<file path="config.mk">
export PLATFORM = sky130hd
export DESIGN_NAME = dual_split_timer
export DESIGN_NICKNAME = d
export VERILOG_FILES = /design/src/rtl/dst_pkg.sv /design/src/rtl/dst_half.sv /design/src/rtl/dst_regs.sv /design/src/rtl/dual_split_timer.sv
export SDC_FILE = /design/constraint.sdc
export NUM_CORES = 1
export LEC_CHECK = 0
export BUFFER_PORTS_ARGS = -buffer_cell sky130_fd_sc_hd__buf_2
export CORE_MARGIN = 2
export CORE_UTILIZATION = 50
export CTS_BUF_LIST = sky130_fd_sc_hd__clkbuf_8 sky130_fd_sc_hd__clkbuf_16
export CTS_CLUSTER_DIAMETER = 120
export DETAILED_ROUTE_END_ITERATION = 6
export PLACE_DENSITY_LB_ADDON = 0.05
export SYNTH_ARGS = -nofsm -noshare
export SYNTH_HDL_FRONTEND = slang
export SYNTH_SLANG_ARGS = --single-unit
</file>
<file path="constraint.sdc">
create_clock -name clk -period 2.22 [get_ports clk]
set_input_delay 0.111 -clock clk [delete_from_list [all_inputs] [get_ports clk]]
set_output_delay 0.111 -clock clk [all_outputs]
set_load 0.01 [all_outputs]
</file>
<file path="src/rtl/dst_pkg.sv">
// Package: shared constants and types for the dual split timer.
// Assumes exactly two halves (low = 0, high = 1) and a word-indexed register bus.
package dst_pkg;
    localparam int NUM_HALVES    = 2;
    localparam int MODE_W        = 2;
    localparam int CNT_IDX_BASE  = 4;   // counter of half h at CNT_IDX_BASE + h
    localparam int PRD_IDX_BASE  = 6;   // period of half h at PRD_IDX_BASE + h
    localparam int TCR_IDX       = 8;   // mode control word
    localparam int GCR_IDX       = 9;   // global control word
    localparam int MODE_LSB_BASE = 6;   // low half mode field LSB
    localparam int MODE_LSB_STEP = 16;  // distance to the high half field
    localparam int GCR_BITS      = 3;   // release lo, release hi, split select

    typedef enum logic [MODE_W-1:0] {
        MODE_OFF  = 2'd0,
        MODE_ONCE = 2'd1,
        MODE_LOOP = 2'd2,
        MODE_RSVD = 2'd3
    } mode_e;
endpackage

</file>
<file path="src/rtl/dst_half.sv">
// Module: one 32-bit timer half. Holds counter and period, counts on tick_en,
// raises a one-cycle interrupt on reaching the period and reports one-shot expiry.
// Assumes the register block owns the mode field and reset-release bit.
module dst_half
    import dst_pkg::*;
#(
    parameter int DATA_W = 32
) (
    input  logic              clk,
    input  logic              rst_n,
    input  logic              tick_en,
    input  logic              release_i,
    input  logic [MODE_W-1:0] mode_i,
    input  logic              cnt_wr_i,
    input  logic              prd_wr_i,
    input  logic [DATA_W-1:0] wdata_i,
    output logic [DATA_W-1:0] cnt_o,
    output logic [DATA_W-1:0] prd_o,
    output logic              irq_o,
    output logic              done_o
);
    localparam logic [DATA_W-1:0] ONE = {{(DATA_W-1){1'b0}}, 1'b1};

    logic [DATA_W-1:0] cnt_q, prd_q;
    logic              irq_q;
    logic              run, hit, is_loop;

    // Decode whether this half is allowed to count this cycle.
    always_comb begin
        is_loop = (mode_i == MODE_LOOP);
        run     = release_i && ((mode_i == MODE_ONCE) || is_loop);
        hit     = run && tick_en && !cnt_wr_i && (cnt_q == prd_q);
    end

    // Counter: reset hold, software write, then counting.
    always_ff @(posedge clk) begin
        if (!rst_n || !release_i) begin
            cnt_q <= '0;
        end else if (cnt_wr_i) begin
            cnt_q <= wdata_i;
        end else if (run && tick_en) begin
            if (hit) begin
                cnt_q <= is_loop ? '0 : cnt_q;
            end else begin
                cnt_q <= cnt_q + ONE;
            end
        end
    end

    // Period register, writable regardless of the reset-release bit.
    always_ff @(posedge clk) begin
        if (!rst_n) begin
            prd_q <= '0;
        end else if (prd_wr_i) begin
            prd_q <= wdata_i;
        end
    end

    // Registered one-cycle interrupt pulse.
    always_ff @(posedge clk) begin
        if (!rst_n) begin
            irq_q <= 1'b0;
        end else begin
            irq_q <= hit;
        end
    end

    assign cnt_o  = cnt_q;
    assign prd_o  = prd_q;
    assign irq_o  = irq_q;
    assign done_o = hit && (mode_i == MODE_ONCE);

    p_step_r3: assert property (@(posedge clk) disable iff (!rst_n)
        (release_i && (mode_i == MODE_ONCE || mode_i == MODE_LOOP) && tick_en
         && !cnt_wr_i && cnt_q != prd_q) |=> (cnt_q == $past(cnt_q) + ONE));

    p_idle_hold_r3: assert property (@(posedge clk) disable iff (!rst_n)
        (release_i && !tick_en && !cnt_wr_i) |=> $stable(cnt_q));

    p_wrap_r4: assert property (@(posedge clk) disable iff (!rst_n)
        (release_i && mode_i == MODE_LOOP && tick_en && !cnt_wr_i && cnt_q == prd_q)
        |=> (cnt_q == '0 && irq_o));

    p_irq_cause_r4: assert property (@(posedge clk) disable iff (!rst_n)
        irq_o |-> $past(tick_en && release_i && cnt_q == prd_q));

    p_off_hold_r6: assert property (@(posedge clk) disable iff (!rst_n)
        (release_i && (mode_i == MODE_OFF || mode_i == MODE_RSVD) && !cnt_wr_i)
        |=> $stable(cnt_q));

    p_held_zero_r7: assert property (@(posedge clk) disable iff (!rst_n)
        !release_i |=> (cnt_q == '0 && !irq_o));

    p_write_wins_r10: assert property (@(posedge clk) disable iff (!rst_n)
        (release_i && cnt_wr_i) |=> (cnt_q == $past(wdata_i)));
endmodule

</file>
<file path="src/rtl/dst_regs.sv">
// Module: register decode for the dual split timer. Owns the mode control and
// global control words, steers counter/period writes to the halves and muxes reads.
// Assumes one-shot expiry from a half clears its mode field unless software writes
// the mode control word in the same cycle.
module dst_regs
    import dst_pkg::*;
#(
    parameter int DATA_W = 32,
    parameter int ADDR_W = 4
) (
    input  logic                                  clk,
    input  logic                                  rst_n,
    input  logic                                  bus_wr,
    input  logic [ADDR_W-1:0]                     bus_addr,
    input  logic [DATA_W-1:0]                     bus_wdata,
    input  logic [NUM_HALVES-1:0][DATA_W-1:0]     cnt_i,
    input  logic [NUM_HALVES-1:0][DATA_W-1:0]     prd_i,
    input  logic [NUM_HALVES-1:0]                 done_i,
    output logic [NUM_HALVES-1:0][MODE_W-1:0]     mode_o,
    output logic [NUM_HALVES-1:0]                 release_o,
    output logic [NUM_HALVES-1:0]                 cnt_wr_o,
    output logic [NUM_HALVES-1:0]                 prd_wr_o,
    output logic [DATA_W-1:0]                     rdata_o
);
    // Build the mask of writable mode-field bits.
    function automatic logic [DATA_W-1:0] tcr_mask_f();
        logic [DATA_W-1:0] m;
        m = '0;
        for (int h = 0; h < NUM_HALVES; h++) begin
            m[MODE_LSB_BASE + h*MODE_LSB_STEP +: MODE_W] = '1;
        end
        return m;
    endfunction

    localparam logic [DATA_W-1:0] TCR_MASK = tcr_mask_f();
    localparam logic [DATA_W-1:0] GCR_MASK = DATA_W'((1 << GCR_BITS) - 1);

    logic [DATA_W-1:0] tcr_q, tcr_next, gcr_q;
    logic              tcr_wr, gcr_wr;
    int                idx;

    // Address decode for the shared words and per-half strobes.
    always_comb begin
        idx    = int'(bus_addr);
        tcr_wr = bus_wr && (idx == TCR_IDX);
        gcr_wr = bus_wr && (idx == GCR_IDX);
        for (int h = 0; h < NUM_HALVES; h++) begin
            cnt_wr_o[h] = bus_wr && (idx == CNT_IDX_BASE + h);
            prd_wr_o[h] = bus_wr && (idx == PRD_IDX_BASE + h);
        end
    end

    // Next mode control word: expiry clears a field, a software write wins.
    always_comb begin
        tcr_next = tcr_q;
        for (int h = 0; h < NUM_HALVES; h++) begin
            if (done_i[h]) begin
                tcr_next[MODE_LSB_BASE + h*MODE_LSB_STEP +: MODE_W] = '0;
            end
        end
        if (tcr_wr) begin
            tcr_next = bus_wdata & TCR_MASK;
        end
    end

    // Mode control word storage.
    always_ff @(posedge clk) begin
        if (!rst_n) begin
            tcr_q <= '0;
        end else begin
            tcr_q <= tcr_next;
        end
    end

    // Global control word storage.
    always_ff @(posedge clk) begin
        if (!rst_n) begin
            gcr_q <= '0;
        end else if (gcr_wr) begin
            gcr_q <= bus_wdata & GCR_MASK;
        end
    end

    // Per-half fields taken from the control words.
    always_comb begin
        for (int h = 0; h < NUM_HALVES; h++) begin
            mode_o[h]    = tcr_q[MODE_LSB_BASE + h*MODE_LSB_STEP +: MODE_W];
            release_o[h] = gcr_q[h];
        end
    end

    // Read mux; unmapped indices return zero.
    always_comb begin
        rdata_o = '0;
        if (idx == TCR_IDX) rdata_o = tcr_q;
        if (idx == GCR_IDX) rdata_o = gcr_q;
        for (int h = 0; h < NUM_HALVES; h++) begin
            if (idx == CNT_IDX_BASE + h) rdata_o = cnt_i[h];
            if (idx == PRD_IDX_BASE + h) rdata_o = prd_i[h];
        end
    end

    for (genvar g = 0; g < NUM_HALVES; g++) begin : g_chk
        p_once_clear_r5: assert property (@(posedge clk) disable iff (!rst_n)
            (done_i[g] && !tcr_wr) |=> (mode_o[g] == MODE_OFF));
    end

    p_gcr_bits_r8: assert property (@(posedge clk) disable iff (!rst_n)
        (gcr_q & ~GCR_MASK) == '0);
endmodule

</file>
<file path="src/rtl/dual_split_timer.sv">
// Module: top of the dual split timer. Instantiates the register block and
// one timer half per generate iteration, and brings out the two interrupts.
// Assumes a synchronous active-low reset and a single shared count enable.
module dual_split_timer
    import dst_pkg::*;
#(
    parameter int DATA_W = 32,
    parameter int ADDR_W = 4
) (
    input  logic              clk,
    input  logic              rst_n,
    input  logic              tick_en,
    input  logic              bus_wr,
    input  logic [ADDR_W-1:0] bus_addr,
    input  logic [DATA_W-1:0] bus_wdata,
    output logic [DATA_W-1:0] bus_rdata,
    output logic              irq_lo,
    output logic              irq_hi
);
    logic [NUM_HALVES-1:0][DATA_W-1:0] cnt, prd;
    logic [NUM_HALVES-1:0][MODE_W-1:0] mode;
    logic [NUM_HALVES-1:0]             done, rel, cnt_wr, prd_wr, irq;

    dst_regs #(.DATA_W(DATA_W), .ADDR_W(ADDR_W)) u_regs (
        .clk       (clk),
        .rst_n     (rst_n),
        .bus_wr    (bus_wr),
        .bus_addr  (bus_addr),
        .bus_wdata (bus_wdata),
        .cnt_i     (cnt),
        .prd_i     (prd),
        .done_i    (done),
        .mode_o    (mode),
        .release_o (rel),
        .cnt_wr_o  (cnt_wr),
        .prd_wr_o  (prd_wr),
        .rdata_o   (bus_rdata)
    );

    for (genvar h = 0; h < NUM_HALVES; h++) begin : g_half
        dst_half #(.DATA_W(DATA_W)) u_half (
            .clk       (clk),
            .rst_n     (rst_n),
            .tick_en   (tick_en),
            .release_i (rel[h]),
            .mode_i    (mode[h]),
            .cnt_wr_i  (cnt_wr[h]),
            .prd_wr_i  (prd_wr[h]),
            .wdata_i   (bus_wdata),
            .cnt_o     (cnt[h]),
            .prd_o     (prd[h]),
            .irq_o     (irq[h]),
            .done_o    (done[h])
        );
    end

    assign irq_lo = irq[0];
    assign irq_hi = irq[1];

    p_irq_reset_r12: assert property (@(posedge clk)
        !rst_n |=> (!irq_lo && !irq_hi));
endmodule

</file>
==> summary.txt <==
Die
  – Num ports: 74
  – Total die area: 18600 µm²
  – Initial core utilization: 50.9%
  – Site Rows: 48
  – Die H: 136 µm
  – Die W: 136 µm
  – CORE AREA: 17200 µm²

Synthesis
  – Cell Area, Synth: 8780 µm²
  – Mapped Cells: 1098
  – Flops & latches, synth: 137
  – Fraction of the yosys area taken by sequential cells: 31.3%
  – Post-synth EDFFs: 0
  – Post-Syn Nets: 1144
  – Async S/R FF share, synth: 0%
  – Synth warn: 0
  – Syn avg cell area: 7.99 µm²
  – Synth cell types: 68
  – Main synth FF type: dfxtp_1

Clock tree
  – CTS tree: done
  – Clock Latency Late Sink: 0.43 ns
  – Clock Sinks: 137
  – CTS Buffer Depth: 2
  – CTS Root Cell: clkbuf_16
  – Reg clk slew, reported paths: 0.06 ns
  – H-Tree Depth: 4
  – TritonCTS buffer count: 17

Timing
  – Actual slew at the worst max-slew pin: 1.33 ns
  – Slew HR: 10.6%
  – Slew Limit Fails: 0
  – Worst hold margin: 0.0162 ns
  – Setup repair after global routing missed its margin: true
  – Final Hold Vio Count: 0
  – Skew final: 0.00872 ns
  – Final min period: 2.41 ns
  – Final setup margin: -0.188 ns
  – Final setup vio count: 61
  – Fmax: 415 MHz
  – Final period utilization: 108%

Place
  – Buffers on Ports: 73
  – Place WS: -0.207 ns
  – DP HPWL: 25700 µm
  – Placer Congestion: 1.02
  – Placed cell count: 1520

Worst setup path
  – Critical Path AT: 2.69 ns
  – CP Data Required Time: 2.50 ns
  – Reg-to-Reg Start: u_regs.tcr_q[6]
  – CP Launch Point: u_regs.tcr_q[6]
  – Reg2Reg Setup Slack: -0.19 ns
  – Startpoint Class: flop
  – Crit-path max FO: 10
  – Kind of critical path: flop to flop
  – FF-to-FF End: g_half[0].u_half.cnt_o[18]
  – Setup crit end kind: flop
  – FF-to-FF path depth: 11
  – Worst Setup EP: g_half[0].u_half.cnt_o[18]

Layout
  – Most frequent cells in the layout: nand2_1 (221), buf_4 (201), dfxtp_1 (122)
  – Commonest non-fill, non-tap cell in the layout: nand2_1
  – Non-filler cells, final: 1596
  – Final nets: 1404
  – Syn-to-layout area delta: 43.6%
  – Fin util: 73.1%
  – Fraction of final layout cells sized beyond drive strength 1: 38.8%
  – Inserted Diodes: 0

Route
  – Total number of vias: 9897
  – DRT iter0 DRCs: 1285
  – ANT nets after route: 0
  – DRC viols: 0
  – Initial DRT Pass Iterations: 6
  – Via density: 6.20
  – WL final: 36100 µm
  – WL/cell: 22.6 µm

Global routing
  – Tot GR Track Use: 38.5%
  – First-pass GRT wire length: 53200 µm
  – Initial antenna violation count: 1
  – Vias in the first global route: 9117
  – GRT overflow: 0
  – Largest net degree at the start of global routing: 50

Power
  – Maximum vdd drop: 0.534 mV
  – Leakage Power: 5.06 nW
  – Tot Pwr: 6.19 mW
  – Pwr/cell area: 491 nW/µm²

Worst hold path
  – Type of the worst min-delay path: primary input to flop
  – Hold wc startpoint: bus_wdata[18]

Status
  – Violated checks: negative setup slack
  – Status: complete, but fails checks

Run
  – Max Cap Viol: 0
state kept, by name, indices dropped and copies added (netlist names):
register,flops
g_half.u_half.cnt_o,64
g_half.u_half.prd_o,64
u_regs.tcr_q,4
u_regs.gcr_q,3
g_half.u_half.irq_o,2
final cells by class:
| cell class | instances | area (µm²) |
|---|---|---|
| clock buffer | 19 | 453 |
| clock inverter | 13 | 200 |
| fill | 1324 | 4640 |
| inverter | 11 | 41.3 |
| multi-input combinational | 862 | 6280 |
| sequential | 137 | 2770 |
| tap | 225 | 282 |
| timing repair buffer | 329 | 2580 |
report_power, final:
group	internal [mW]	switching (mW)
registers	2.47	0.0142
logic	0.196	0.306
clock network	2.04	1.16
critical path, stage by stage (launching register included):
cell      delay (ns)
dfxtp_2         0.34
inv_2           0.05
ha_4            0.20
nand3b_1        0.20
a31o_4          0.24
or3_4           0.36
nor3_4          0.28
buf_6           0.15
a21boi_4        0.08
buf_12          0.17
a21oi_2         0.13
nor3_1          0.06
worst min path at each step:
stage                                             to  slack [ns]  depth (start not counted)
final                     g_half[1].u_half.prd_o[18]        0.02                          3
after global placement    g_half[1].u_half.prd_o[14]        0.42                          3
after detailed placement  g_half[1].u_half.prd_o[14]        0.43                          3
after CTS                 g_half[0].u_half.prd_o[29]       0.002                          3
after global routing      g_half[0].u_half.prd_o[30]        0.01                          3
after floorplan           g_half[1].u_half.prd_o[20]        0.26                          2
metal layers:
metal,vias to the layer above,wire [µm],global-route usage [%]
met5,-,5,0
met3,112,3980,8.69
met1,4727,14500,53.2
met4,2,1570,14.6
li1,4459,-,-
met2,597,16000,58.2
cells by family after synthesis:
family,share of synthesized area [%]
mux,7.58
fa+ha+maj,0.855
simple gates,26.8
buf+inv,5.00
compound gates,21.0
flops,31.3
xor+xnor,7.49
synth_stat cells, drive strengths merged (6+ instances only):
master / number / area [µm²]
a22o: 10 / 96.4
nor4: 16 / 100
a221oi: 18 / 183
xor2: 30 / 263
nand2: 224 / 841
a211oi: 16 / 125
buf: 26 / 156
clkbuf: 64 / 241
a21boi: 65 / 488
and3: 22 / 138
xnor2: 45 / 394
nand4: 26 / 163
or2: 6 / 37.5
or3: 9 / 61.3
nor2: 47 / 199
o31ai: 15 / 113
nor3: 33 / 213
mux2i: 8 / 80.1
a211o: 8 / 70.1
o21ai: 38 / 190
inv: 11 / 41.3
dfxtp: 137 / 2740
a22oi: 6 / 45.0
a21oi: 53 / 265
nand3: 41 / 205
nor2b: 9 / 56.3
ha: 6 / 75.1
and2: 30 / 188
mux4: 25 / 563
through the flow:
step / instance area (µm²) / TNS, ns
6_report: 12600 / -5.95
5_1_grt: 12600 / -11.76
4_1_cts: 12000 / -2.33
3_5_place_dp: 10700 / -8.53
3_3_place_gp: 10700 / -5.76
2_1_floorplan: 8780 / -4.53
repair_timing:
action,4_1_cts,5_1_grt
hold buffers,12,0
setup buffers,23,9
pin swaps,31,62
setup endpoints to repair,65,68
hold endpoints to repair,15,0
gates cloned,3,1
resized for setup,79,117
Note: power is estimated with default switching activity, not from simulation.
